$ cat config.mk
export PLATFORM = sky130hd
export DESIGN_NAME = mbd_bank_decoder
export DESIGN_NICKNAME = d
export VERILOG_FILES = /design/src/rtl/mbd_pkg.sv /design/src/rtl/mbd_cmd_class.sv /design/src/rtl/mbd_addr_split.sv /design/src/rtl/mbd_low_decode.sv /design/src/rtl/mbd_bank_decoder.sv
export SDC_FILE = /design/constraint.sdc
export NUM_CORES = 1
export LEC_CHECK = 0
export BUFFER_PORTS_ARGS = -buffer_cell sky130_fd_sc_hd__buf_2
export CORE_MARGIN = 4
export CORE_UTILIZATION = 39
export CTS_BUF_LIST = sky130_fd_sc_hd__clkbuf_8
export CTS_CLUSTER_DIAMETER = 50
export DETAILED_ROUTE_END_ITERATION = 10
export PLACE_DENSITY = 0.78
export SKIP_CTS_REPAIR_TIMING = 1
export SLEW_MARGIN = 10
export SYNTH_ARGS = -nofsm -noshare
export SYNTH_HDL_FRONTEND = slang
export SYNTH_SLANG_ARGS = --single-unit
$ cat constraint.sdc
create_clock -name clk -period 1.15 [get_ports clk]
set_clock_uncertainty 0.1 [all_clocks]
set_input_delay 0.23 -clock clk [delete_from_list [all_inputs] [get_ports clk]]
set_output_delay 0.23 -clock clk [all_outputs]
set_load 0.01 [all_outputs]
$ cat src/rtl/mbd_pkg.sv
package mbd_pkg;

    typedef enum logic [1:0] {
        ACC_IDLE  = 2'd0,
        ACC_READ  = 2'd1,
        ACC_WRITE = 2'd2,
        ACC_CLASH = 2'd3
    } acc_state_e;

endpackage

$ cat src/rtl/mbd_cmd_class.sv
module mbd_cmd_class
    import mbd_pkg::*;
(
    input  logic       rd,
    input  logic       wr,
    output acc_state_e kind
);
    always_comb begin
        unique case ({wr, rd})
            2'b00:   kind = ACC_IDLE;
            2'b01:   kind = ACC_READ;
            2'b10:   kind = ACC_WRITE;
            default: kind = ACC_CLASH;
        endcase
    end
endmodule

$ cat src/rtl/mbd_addr_split.sv
module mbd_addr_split #(
    parameter int ADDR_W     = 20,
    parameter int BANK_BITS  = 3,
    parameter bit INTERLEAVE = 1'b0,
    localparam int OFF_W     = ADDR_W - BANK_BITS
) (
    input  logic [ADDR_W-1:0]    addr,
    output logic [BANK_BITS-1:0] bank_idx,
    output logic [OFF_W-1:0]     offset
);
    generate
        if (INTERLEAVE) begin : g_low_order
            assign bank_idx = addr[BANK_BITS-1:0];
            assign offset   = addr[ADDR_W-1:BANK_BITS];
        end else begin : g_high_order
            assign bank_idx = addr[ADDR_W-1:OFF_W];
            assign offset   = addr[OFF_W-1:0];
        end
    endgenerate
endmodule

$ cat src/rtl/mbd_low_decode.sv
module mbd_low_decode #(
    parameter int IDX_W   = 3,
    localparam int OUT_W  = 1 << IDX_W
) (
    input  logic             en,
    input  logic [IDX_W-1:0] idx,
    output logic [OUT_W-1:0] sel_n
);
    generate
        for (genvar k = 0; k < OUT_W; k++) begin : g_line
            assign sel_n[k] = !(en && (idx == IDX_W'(k)));
        end
    endgenerate
endmodule

$ cat src/rtl/mbd_bank_decoder.sv
module mbd_bank_decoder
    import mbd_pkg::*;
#(
    parameter int ADDR_W      = 20,
    parameter int BANK_BITS   = 3,
    parameter bit INTERLEAVE  = 1'b0,
    localparam int NUM_BANKS  = 1 << BANK_BITS,
    localparam int OFF_W      = ADDR_W - BANK_BITS
) (
    input  logic                 clk,
    input  logic                 rst_n,
    input  logic [ADDR_W-1:0]    addr,
    input  logic                 rd_cmd,
    input  logic                 wr_cmd,
    output logic [NUM_BANKS-1:0] bank_sel_n,
    output logic [OFF_W-1:0]     bank_addr,
    output logic                 wr_en_n,
    output logic                 out_en_n,
    output logic                 cmd_err
);
    acc_state_e             state_q, state_d;
    logic [BANK_BITS-1:0]   idx_d, idx_q;
    logic [OFF_W-1:0]       off_d, off_q;
    logic                   dec_en;

    mbd_cmd_class u_class (
        .rd   (rd_cmd),
        .wr   (wr_cmd),
        .kind (state_d)
    );

    mbd_addr_split #(
        .ADDR_W     (ADDR_W),
        .BANK_BITS  (BANK_BITS),
        .INTERLEAVE (INTERLEAVE)
    ) u_split (
        .addr     (addr),
        .bank_idx (idx_d),
        .offset   (off_d)
    );

    // state register: access kind plus captured address fields
    always_ff @(posedge clk or negedge rst_n) begin
        if (!rst_n) begin
            state_q <= ACC_IDLE;
            idx_q   <= '0;
            off_q   <= '0;
        end else begin
            state_q <= state_d;
            idx_q   <= idx_d;
            off_q   <= off_d;
        end
    end

    // output decode from the access state
    always_comb begin
        dec_en   = 1'b0;
        wr_en_n  = 1'b1;
        out_en_n = 1'b1;
        cmd_err  = 1'b0;
        unique case (state_q)
            ACC_IDLE: ;
            ACC_READ: begin
                dec_en   = 1'b1;
                out_en_n = 1'b0;
            end
            ACC_WRITE: begin
                dec_en  = 1'b1;
                wr_en_n = 1'b0;
            end
            ACC_CLASH: begin
                dec_en  = 1'b1;
                wr_en_n = 1'b0;
                cmd_err = 1'b1;
            end
            default: ;
        endcase
    end

    mbd_low_decode #(.IDX_W(BANK_BITS)) u_decode (
        .en    (dec_en),
        .idx   (idx_q),
        .sel_n (bank_sel_n)
    );

    assign bank_addr = off_q;
endmodule

Yosys cells after proc, flatten, opt, wreduce, memory -nomap -nowiden

Cells that the tools add are included.

Reduce and logical (&&, ||, !) cells: 20
Multiplexer cells: 5
Eq/ne operators: 12

Operator list:

| kind                                                                  | number |
|---|---|
| 3-bit equality test, second input constant                            | 4 |
| 1-bit logical AND                                                     | 8 |
| 1-bit logical NOT                                                     | 8 |
| 2-bit equality test, second input constant                            | 3 |
| 3-bit by 2-bit equality test with 1-bit output, second input constant | 2 |
| 2-bit case mux with 3 select lines                                    | 1 |
| 2-bit by 1-bit equality test with 1-bit output, second input constant | 2 |
| 1-bit 2-to-1 mux                                                      | 4 |
| 3-bit by 1-bit equality test with 1-bit output, second input constant | 1 |
| 3-bit logical NOT                                                     | 1 |
| 3-bit OR reduction                                                    | 1 |
| 2-bit logical NOT                                                     | 1 |
| 2-bit OR reduction                                                    | 1 |

Register bits after elaboration: 22
Output and inout port bits: 28

Longest topological paths before layout

Gate-level depths: netlist of run 1.

Depth in word-level cells: 5
Gate-level depth with buffers: 2
Gate-level depth less buffers: 2

Cells and area by module

From an unflattened synthesis of run 1, not the netlist that was laid out.

Cell total of the unflattened synthesis: 56
Area total of the unflattened synthesis: 808.3 µm²

Modules (own cells, without submodules):

| module           | area each (µm²) | instances | cells each | seq. area each (µm²) |
|---|---|---|---|---|
| mbd_bank_decoder | 574.3           | 1         | 26         | 550.5 |
| mbd_addr_split   | 150.1           | 1         | 20         | 0.0 |
| mbd_low_decode   | 76.3            | 1         | 8          | 0.0 |
| mbd_cmd_class    | 7.5             | 1         | 2          | 0.0 |

Least setup slack after synthesis of run 1

No wires, ideal clock.

Path kind: register -> output
Start: register idx_q[0]
End: output port bank_sel_n[6]
Cell stages (with the launch flop): 3
Arrival time: 0.732 ns
Slack: 0.088 ns
Data required time: 0.820 ns
Path through: dfrtp_1 -> o21ba_1 -> nand3_1

Cells in the longest elaborated chain, start to end: 3

Ends and longest elaborated chain:

| what                   | RTL line               | source |
|---|---|---|
| from (decl)            | mbd_bank_decoder.sv:22 | `logic [BANK_BITS-1:0] idx_d, idx_q;` |
| from (signal assigned) | mbd_bank_decoder.sv:50 | `idx_q <= idx_d;` |
| 3-bit equality test    | mbd_low_decode.sv:11   | `assign sel_n[k] = !(en && (idx == IDX_W'(k)));` |
| 1-bit logical AND      | mbd_low_decode.sv:11   |  |
| 1-bit logical NOT      | mbd_low_decode.sv:11   |  |
| to (decl)              | mbd_bank_decoder.sv:15 | `output logic [NUM_BANKS-1:0] bank_sel_n,` |

No other way between the ends.

Final worst setup path of run 1

Start: register state_q[0]
End: output port bank_sel_n[6]

Cells in the longest elaborated chain, start to end: 5
Elaborated cells between the ends (all ways): 7

Ends and longest elaborated chain:

| what                                                                                         | RTL line               | source |
|---|---|---|
| from (decl)                                                                                  | mbd_bank_decoder.sv:21 | `acc_state_e state_q, state_d;` |
| from (signal assigned)                                                                       | mbd_bank_decoder.sv:49 | `state_q <= state_d;` |
| 2-bit equality test / 2-bit by 1-bit equality test with 1-bit output (equally long branches) | mbd_bank_decoder.sv:61 | `unique case (state_q)` |
| 3-bit OR reduction (no source line) *                                                        | --                     |  |
| 1-bit 2-to-1 mux *                                                                           | mbd_bank_decoder.sv:61 |  |
| 1-bit logical AND *                                                                          | mbd_low_decode.sv:11   |  |
| 1-bit logical NOT *                                                                          | mbd_low_decode.sv:11   |  |

Every way passes the cells marked *; elsewhere a longest branch is shown, timed or not.

==> results of run 1 <==
[per-layer routing]
| layer | track usage (%) | vias to the layer above |
|---|---|---|
| met1 | 10.91 | 273 |
| met2 | 23.70 | 40 |
| met3 | 9.509 | 2 |
| li1 | - | 274 |
| met4 | 5.381 | 0 |
| met5 | 0 | - |
[where the power goes]
group	leakage, nW	internal, W	switching [W]	total [W]
Combinational	0.330	0.000126	0.0000904	0.000216
Sequential	0.255	0.000812	0.0000180	0.000830
Clock	0.0357	0.000465	0.000233	0.000698
[path summary, 6_finish.rpt]
path                       slack [ns]             to  cells after the start  startpoint
min in group clk                 0.51   bank_addr[2]                      2     addr[2]
max                             -0.31  bank_sel_n[6]                      3  state_q[0]
min                              0.35   bank_addr[4]                      2       rst_n
max in group asynchronous        0.25       idx_q[1]                      2       rst_n
[flip-flops by register name, indices dropped and copies added, names as in the netlist]
register	cells
bank_addr	17
state_q	2
idx_q	3
[worst max-delay path, cell delays in order, from the launching register on]
cell,delay [ns]
sky130_fd_sc_hd__dfrtp_1,0.41
sky130_fd_sc_hd__o21ba_4,0.24
sky130_fd_sc_hd__nand3_1,0.09
sky130_fd_sc_hd__buf_2,0.13
[cells in the final DEF, fill, tap and decap left out, drive strengths merged]
cell and instances:
bufinv 1, clkbuf 3, dlygate4sd3 23, nand2 7, nor2 1, nand3 2
o21ba 1, dfrtp 22, inv 1, nor2b 1, o21a 1, and2 1
buf 51, and2b 1
[logic make-up (layout without fill, tap and decap cells)]
group	after synthesis	in the layout	share of synthesized area, %
buf+inv	3	79	1.758
simple gates	13	13	9.377
compound gates	2	2	2.930
flops	22	22	85.94
[per-stage QoR]
step / hold WS, ns / std cells / power, W / instance area [sq um]
5_1_grt: 0.3963 / 132 / 0.001832 / 1242
4_1_cts: -0.1787 / 109 / 0.001684 / 979.7
6_report: 0.3531 / 132 / 0.001744 / 1242
3_3_place_gp: 0.09864 / 105 / 0.0009816 / 908.4
3_5_place_dp: 0.1032 / 105 / 0.0009880 / 908.4
2_1_floorplan: -0.1656 / 40 / 0.0008892 / 640.6
[cell type report]
cell class / instances / area [sq um] / share of cell area (%)
clock inverters: 1 / 30.03 / 2.417
flip-flops and latches: 22 / 551.8 / 44.41
repair buffers: 74 / 498.0 / 40.08
well taps: 16 / 20.02 / 1.611
inverters: 1 / 3.754 / 0.3021
multi-input cells: 15 / 97.59 / 7.855
clock buffers: 3 / 41.29 / 3.323
==> impl_metrics.json, run 1 <==
{
  "post_synth_instance_area_sq_um": 640.6,
  "clkSinkCount": 22,
  "globalRoute.totalOverflow": 0,
  "cts-root-buf": "sky130_fd_sc_hd__clkbuf_8",
  "avgSynthCellArea_sq_um": 16.02,
  "dieHeight_um": 48.53,
  "max_clock_freq_ghz": 0.6840,
  "routedLengthMet1_um": 572,
  "drive_above_1_share_pct": 53.45,
  "cts_buffers": 3,
  "insertedDiodeCount": 0,
  "pin_count_of_the_biggest_net_entering_global_routing": 23,
  "synth-seq-area-share_pct": 85.94,
  "route.antenna.remaining_nets": 0,
  "ys_seq_elements": 22,
  "core_box_area_sq_um": 1524,
  "area_growth_syn_to_layout_pct": 93.95,
  "ys_dominant_reg_cell": "sky130_fd_sc_hd__dfrtp_1",
  "peakVddDrop_v": 0.001352,
  "tritoncts_clock_tree": "yes",
  "violations": "setup timing",
  "maxCapViolCount": 0,
  "antenna_found_initial": 0,
  "postLayoutSetupSlackWorst_ns": -0.3121,
  "async_reset_ff_share_pct": 100.0,
  "yosysUniqueCellTypes": 11,
  "final_nets": 141,
  "cell_types_occupying_the_most_area_after_synthesis": "sky130_fd_sc_hd__dfrtp_1 (86%), sky130_fd_sc_hd__nand2_1 (4.1%), sky130_fd_sc_hd__nand3_1 (1.6%)",
  "synth_area_leader_cell": "sky130_fd_sc_hd__dfrtp_1",
  "setup_repair_after_global_routing_missed_its_margin": "yes",
  "placementRows": 14,
  "dp_hpwl_um": 1119,
  "initial_utilization_pct": 42.04,
  "slew_viol_final": 0,
  "final_period_demand_of_the_worst_path_ns": 1.462,
  "final.setup.tns_ns": -2.532,
  "slew_margin_rel_pct": 69.92,
  "worst_pin_slew_ns": 0.4512,
  "die_area_sq_um": 2355,
  "synth_fp_nets": 64,
  "dr_wl_met2_um": 1004,
  "netlist.area_leader.share_pct": 85.94,
  "number_of_global_route_vias_before_repair": 558,
  "fp.dieW_um": 48.53,
  "drt-initial-drc-count": 0,
  "synth.yosys.warnings": 0,
  "grt_util_all_layers_pct": 13.32,
  "ios": 52,
  "worst_setup_slack_before_clock_tree_synthesis_ns": -0.05859,
  "globalplace.congestion": 0.7241,
  "drc": 0,
  "clk_path_buf_depth": 2,
  "clk_transition_reported_paths_ns": 0.08,
  "start_kind": "flip-flop",
  "post-synth-top-count-cell": "sky130_fd_sc_hd__dfrtp_1",
  "numPortBuffers": 51,
  "maxUsedRoutingLayer": "met4",
  "clock_tree.htree_level_count": 1,
  "critPathCaptureType": "primary output",
  "grt_pass1_wl_um": 2394,
  "utilization_pct": 81.53,
  "power.leakage_nw": 0.6209,
  "routedWlPerCell_um": 14.27,
  "final.fill_count": 90,
  "synth_edf_count": 0,
  "via_count": 589,
  "critical_path.max_fanout": 4,
  "final-setup-viol-count": 11,
  "netlist_instances": 40,
  "finalCritPeriodShare_pct": 127.1,
  "final_wl_um": 1884,
  "outcome": "finished, violations left",
  "met3_length_um": 298,
  "worst-endpoint-required_ns": 0.82,
  "power.density_cell_area_nw_per_um2": 1404,
  "timing_worst_setup_path_type": "flip-flop to primary output",
  "netlist_top_cells_count": "sky130_fd_sc_hd__dfrtp_1 (22), sky130_fd_sc_hd__nand2_1 (7), sky130_fd_sc_hd__clkbuf_1 (2), sky130_fd_sc_hd__nand3_1 (2)",
  "worstPathArrival_ns": 1.13,
  "timing.hold.worst.class": "input pin to async pin",
  "final-hold-violation-count": 0,
  "drt-pass1-iter-count": 1,
  "vias_per_cell": 4.462
}
(Power assumes the default switching activity.)
==> run 2, diff against run 1 <==
MAX_ROUTING_LAYER = met4   (was not set)
==> impl_metrics.json, run 2 (synthesis gave the netlist of run 1 again) <==
{
  "routedWlPerCell_um": 14.46,
  "antenna_found_initial": 0,
  "finalCritPeriodShare_pct": 127.0,
  "worst_pin_slew_ns": 0.4580,
  "max_clock_freq_ghz": 0.6847,
  "slew_viol_final": 0,
  "clk_transition_reported_paths_ns": 0.08,
  "clk_path_buf_depth": 2,
  "drt-pass1-iter-count": 2,
  "worstPathArrival_ns": 1.13,
  "fp.dieW_um": 48.53,
  "number_of_global_route_vias_before_repair": 558,
  "peakVddDrop_v": 0.001350,
  "clock_power_share_pct": 40.0,
  "worst_path_largest_cell_delay_ns": 0.41,
  "clock_tree.htree_level_count": 1,
  "tritoncts_clock_tree": "yes",
  "clkSinkCount": 22,
  "drt-initial-drc-count": 1,
  "cell_internal_pwr_w": 0.001403,
  "placed_cell_area_sq_um": 908.4,
  "finalHoldWorstSlack_ns": 0.3553,
  "grt_util_all_layers_pct": 13.70,
  "final.setup.tns_ns": -2.529,
  "critical_path.max_fanout": 4,
  "start_kind": "flip-flop",
  "swShare_pct": 19.61,
  "maxCapViolCount": 0,
  "globalplace.congestion": 0.7327,
  "worst-endpoint-required_ns": 0.82,
  "dieHeight_um": 48.53,
  "ios": 52,
  "final_nets": 141,
  "numPortBuffers": 51,
  "via_count": 589,
  "final-setup-viol-count": 11,
  "layout.cells.most_common": "sky130_fd_sc_hd__buf_2",
  "cts-root-buf": "sky130_fd_sc_hd__clkbuf_8",
  "final_wl_um": 1909,
  "critPathCaptureType": "primary output",
  "comb_power_share_pct": 12.4,
  "total_switching_power_w": 0.0003421,
  "vias_per_cell": 4.462,
  "postLayoutSetupSlackWorst_ns": -0.3105,
  "setup_repair_after_global_routing_missed_its_margin": "yes",
  "seqPwrFrac_pct": 47.6,
  "drive_above_1_share_pct": 53.45,
  "final_area_sq_um": 1242,
  "final.fill_count": 90,
  "largest_register_ff_count": 17,
  "initial_utilization_pct": 42.04,
  "violations": "setup timing",
  "most_used_cells_in_the_layout_excluding_fill_and_tap_cells": "sky130_fd_sc_hd__buf_2 (49), sky130_fd_sc_hd__dlygate4sd3_1 (23), sky130_fd_sc_hd__dfrtp_1 (21)",
  "timing.hold.worst.class": "input pin to async pin",
  "final-hold-violation-count": 0,
  "stdcell_count": 132,
  "placementRows": 14,
  "die_area_sq_um": 2355,
  "critical_path.slowest_cell": "sky130_fd_sc_hd__dfrtp_1",
  "cp_cell_sequence": "o21ba_4, nand3_1, buf_2",
  "pin_count_of_the_biggest_net_entering_global_routing": 23,
  "area_growth_syn_to_layout_pct": 93.95,
  "global_route_hottest_layer": "met2",
  "grt_pass1_wl_um": 2394,
  "dp_hpwl_um": 1119,
  "total_power_w": 0.001745,
  "grt_util_met2_pct": 23.70,
  "power.density_cell_area_nw_per_um2": 1404,
  "final_period_demand_of_the_worst_path_ns": 1.460,
  "slew_margin_rel_pct": 69.47,
  "drc": 0,
  "outcome": "finished, violations left",
  "insertedDiodeCount": 0,
  "globalRoute.totalOverflow": 0,
  "dp.cells": 105,
  "cts_buffers": 3,
  "grt.met3_usage_pct": 6.748,
  "power.leakage_nw": 0.6209,
  "met1_usage_pct": 12.73,
  "timing_worst_setup_path_type": "flip-flop to primary output",
  "core_box_area_sq_um": 1524,
  "route.antenna.remaining_nets": 0
}
==> run 2: cell counts in the layout (fill, tap and decap cells not counted) <==
Identical to the previous run, type by type.
==> run 2: stage by stage <==
step | util [%] | setup WS (ns)
final | 81.53 | -0.3105
after global routing | 81.53 | -0.3673
after CTS | 64.29 | -0.3455
after detailed placement | 59.61 | -0.05859
after global placement | 59.61 | -0.01052
after floorplan | - | 0.08798
==> run 2: metal layers <==
metal	routed length, um	vias to the layer above
li1	-	274
met3	178	2
met5	0	-
met1	698	273
met2	1023	40
met4	8	0
==> run 2: worst paths after layout <==
path,start,to,slack (ns),cells after the start
setup / recovery,state_q[0],bank_sel_n[6],-0.31,3
hold / removal,rst_n,bank_addr[7],0.36,2
max in group asynchronous,rst_n,idx_q[1],0.25,2
min in group clk,addr[2],bank_addr[2],0.51,2
==> run 2: critical path, delay by kind of cell (launching register included) <==
| kind | cells | cell delay [ns] |
|---|---|---|
| DFF | 1 | 0.41 |
| AOI/OAI and AO/OA | 1 | 0.24 |
| buffers and inverters | 1 | 0.13 |
| and+or+nand+nor | 1 | 0.08 |
==> run 2: layout make-up <==
type	instances	area [sq um]	share of cell area [%]
multi-input cells	15	97.59	7.855
well taps	16	20.02	1.611
clock inverters	1	30.03	2.417
inverters	1	3.754	0.3021
flip-flops and latches	22	551.8	44.41
repair buffers	74	498.0	40.08
clock buffers	3	41.29	3.323
==> run 2: power by group through the flow <==
| stage | registers (W) | logic (W) | clock network (W) |
|---|---|---|---|
| floorplan | 0.000859 | 0.0000302 | 0 |
| global placement | 0.000840 | 0.000142 | 0 |
| detailed placement | 0.000842 | 0.000146 | 0 |
| CTS | 0.000827 | 0.000147 | 0.000711 |
| global route | 0.000835 | 0.000238 | 0.000759 |
| finish | 0.000830 | 0.000217 | 0.000697 |
==> run 3, diff against run 2 <==
SKIP_CTS_REPAIR_TIMING = not set   (was 1)
==> impl_metrics.json, run 3 (synthesis gave the netlist of run 1 again) <==
{
  "drt-initial-drc-count": 1,
  "insertedDiodeCount": 0,
  "globalplace.congestion": 0.7327,
  "critPathCaptureType": "primary output",
  "dp_hpwl_um": 1119,
  "clock_power_share_pct": 39.8,
  "critical_path.max_fanout": 4,
  "clock_tree.htree_level_count": 1,
  "setup_repair_after_global_routing_missed_its_margin": "yes",
  "tritoncts_clock_tree": "yes",
  "final-hold-violation-count": 0,
  "placementRows": 14,
  "worst_setup_slack_before_clock_tree_synthesis_ns": -0.05859,
  "worst_path_largest_cell_delay_ns": 0.41,
  "endpoint": "bank_sel_n[4]",
  "drt-pass1-iter-count": 2,
  "timing.hold.worst.class": "input pin to async pin",
  "area_growth_syn_to_layout_pct": 96.29,
  "drc": 0,
  "antenna_found_initial": 0,
  "final.fill_count": 92,
  "max_clock_freq_ghz": 0.6989,
  "final-setup-viol-count": 11,
  "timing_worst_setup_path_type": "flip-flop to primary output",
  "comb_power_share_pct": 12.7,
  "timing.critical_path.from": "state_q[0]",
  "maxCapViolCount": 0,
  "violations": "setup timing",
  "number_of_global_route_vias_before_repair": 739,
  "core_box_area_sq_um": 1524,
  "critical_path.slowest_cell": "sky130_fd_sc_hd__dfrtp_1",
  "routedWlPerCell_um": 14.51,
  "numPortBuffers": 51,
  "worst-endpoint-required_ns": 0.82,
  "dieHeight_um": 48.53,
  "slew_margin_rel_pct": 69.53,
  "cp_cell_sequence": "o21ba_4, nand2_2, buf_2",
  "total_power_w": 0.001750,
  "layout.cells.most_common": "sky130_fd_sc_hd__buf_2",
  "drive_above_1_share_pct": 56.03,
  "route.antenna.remaining_nets": 0,
  "peakVddDrop_v": 0.0008099,
  "largest_register_ff_count": 17,
  "via_count": 606,
  "swShare_pct": 19.72,
  "outcome": "finished, violations left",
  "critical_path.n_buffers_inverters": 1,
  "start_kind": "flip-flop",
  "power.leakage_nw": 0.6247,
  "ios": 52,
  "final_nets": 141,
  "timing.critical_path.max_delay_family": "flip-flops",
  "globalRoute.totalOverflow": 0,
  "vias_per_cell": 4.591,
  "final.setup.tns_ns": -2.462,
  "initial_utilization_pct": 42.04,
  "most_used_cells_in_the_layout_excluding_fill_and_tap_cells": "sky130_fd_sc_hd__buf_2 (48), sky130_fd_sc_hd__dlygate4sd3_1 (23), sky130_fd_sc_hd__dfrtp_1 (20)",
  "cts_buffers": 3,
  "cell_internal_pwr_w": 0.001405,
  "cts-root-buf": "sky130_fd_sc_hd__clkbuf_8",
  "utilization_pct": 82.51,
  "final_period_demand_of_the_worst_path_ns": 1.431,
  "clk_path_buf_depth": 2,
  "slew_viol_final": 0,
  "total_switching_power_w": 0.0003452,
  "die_area_sq_um": 2355,
  "clk_transition_reported_paths_ns": 0.08,
  "worst_pin_slew_ns": 0.4571,
  "grt_pass1_wl_um": 3305,
  "finalCritPeriodShare_pct": 124.4,
  "worstPathArrival_ns": 1.10,
  "power.density_cell_area_nw_per_um2": 1392,
  "grt_util_all_layers_pct": 19.02,
  "fp.dieW_um": 48.53,
  "postLayoutSetupSlackWorst_ns": -0.2809,
  "cp_num_cells": 3,
  "pin_count_of_the_biggest_net_entering_global_routing": 23,
  "clkSinkCount": 22,
  "final_wl_um": 1915,
  "seqPwrFrac_pct": 47.5
}
==> run 3: timing repair <==
action / CTS / global route
pin swaps: 3 / 2
setup buffers: 0 / 0
endpoints found under the setup margin: 11 / 11
hold endpoints to repair: 44 / 0
resized for setup: 6 / 7
hold buffers: 23 / 0
==> run 3: power by group through the flow <==
stage | Sequential (W) | Combinational (W) | Clock [W]
finish | 0.000831 | 0.000221 | 0.000697
global route | 0.000836 | 0.000242 | 0.000745
CTS | 0.000828 | 0.000214 | 0.000711
detailed placement | 0.000842 | 0.000146 | 0
global placement | 0.000840 | 0.000142 | 0
floorplan | 0.000859 | 0.0000302 | 0
==> run 3: how the worst min path moves through the flow <==
stage          startpoint             to  slack [ns]  cells past startpoint
6_report            rst_n  bank_addr[14]        0.39                      2
5_1_grt             rst_n   bank_addr[6]        0.43                      2
4_1_cts             rst_n   bank_addr[4]        0.35                      2
3_5_place_dp        rst_n   bank_addr[4]        0.10                      1
3_3_place_gp        rst_n   bank_addr[4]         0.1                      1
2_1_floorplan       rst_n   bank_addr[0]       -0.17                      0
==> run 3: through the flow <==
stage / hold slack [ns] / std cells / area [sq um]
6_report: 0.3862 / 132 / 1257
5_1_grt: 0.4315 / 132 / 1257
4_1_cts: 0.3525 / 132 / 1239
3_5_place_dp: 0.1032 / 105 / 908.4
3_3_place_gp: 0.09864 / 105 / 908.4
2_1_floorplan: -0.1656 / 40 / 640.6
==> run 3: metal layers <==
metal | global-route usage (%) | up-vias | wire (um)
li1 | - | 275 | -
met1 | 18.59 | 287 | 704
met2 | 33.26 | 40 | 991
met3 | 7.669 | 4 | 185
met4 | 7.175 | 0 | 34
met5 | - | - | 0
==> run 3: area by class of cell <==
cell class / instances / area [sq um] / area share [%]
clock buffer: 3 / 41.29 / 3.284
multi-input combinational: 15 / 105.1 / 8.358
inverter: 1 / 3.754 / 0.2985
tap: 16 / 20.02 / 1.592
timing repair buffer: 74 / 504.2 / 40.10
clock inverter: 1 / 30.03 / 2.388
sequential: 22 / 553.0 / 43.98
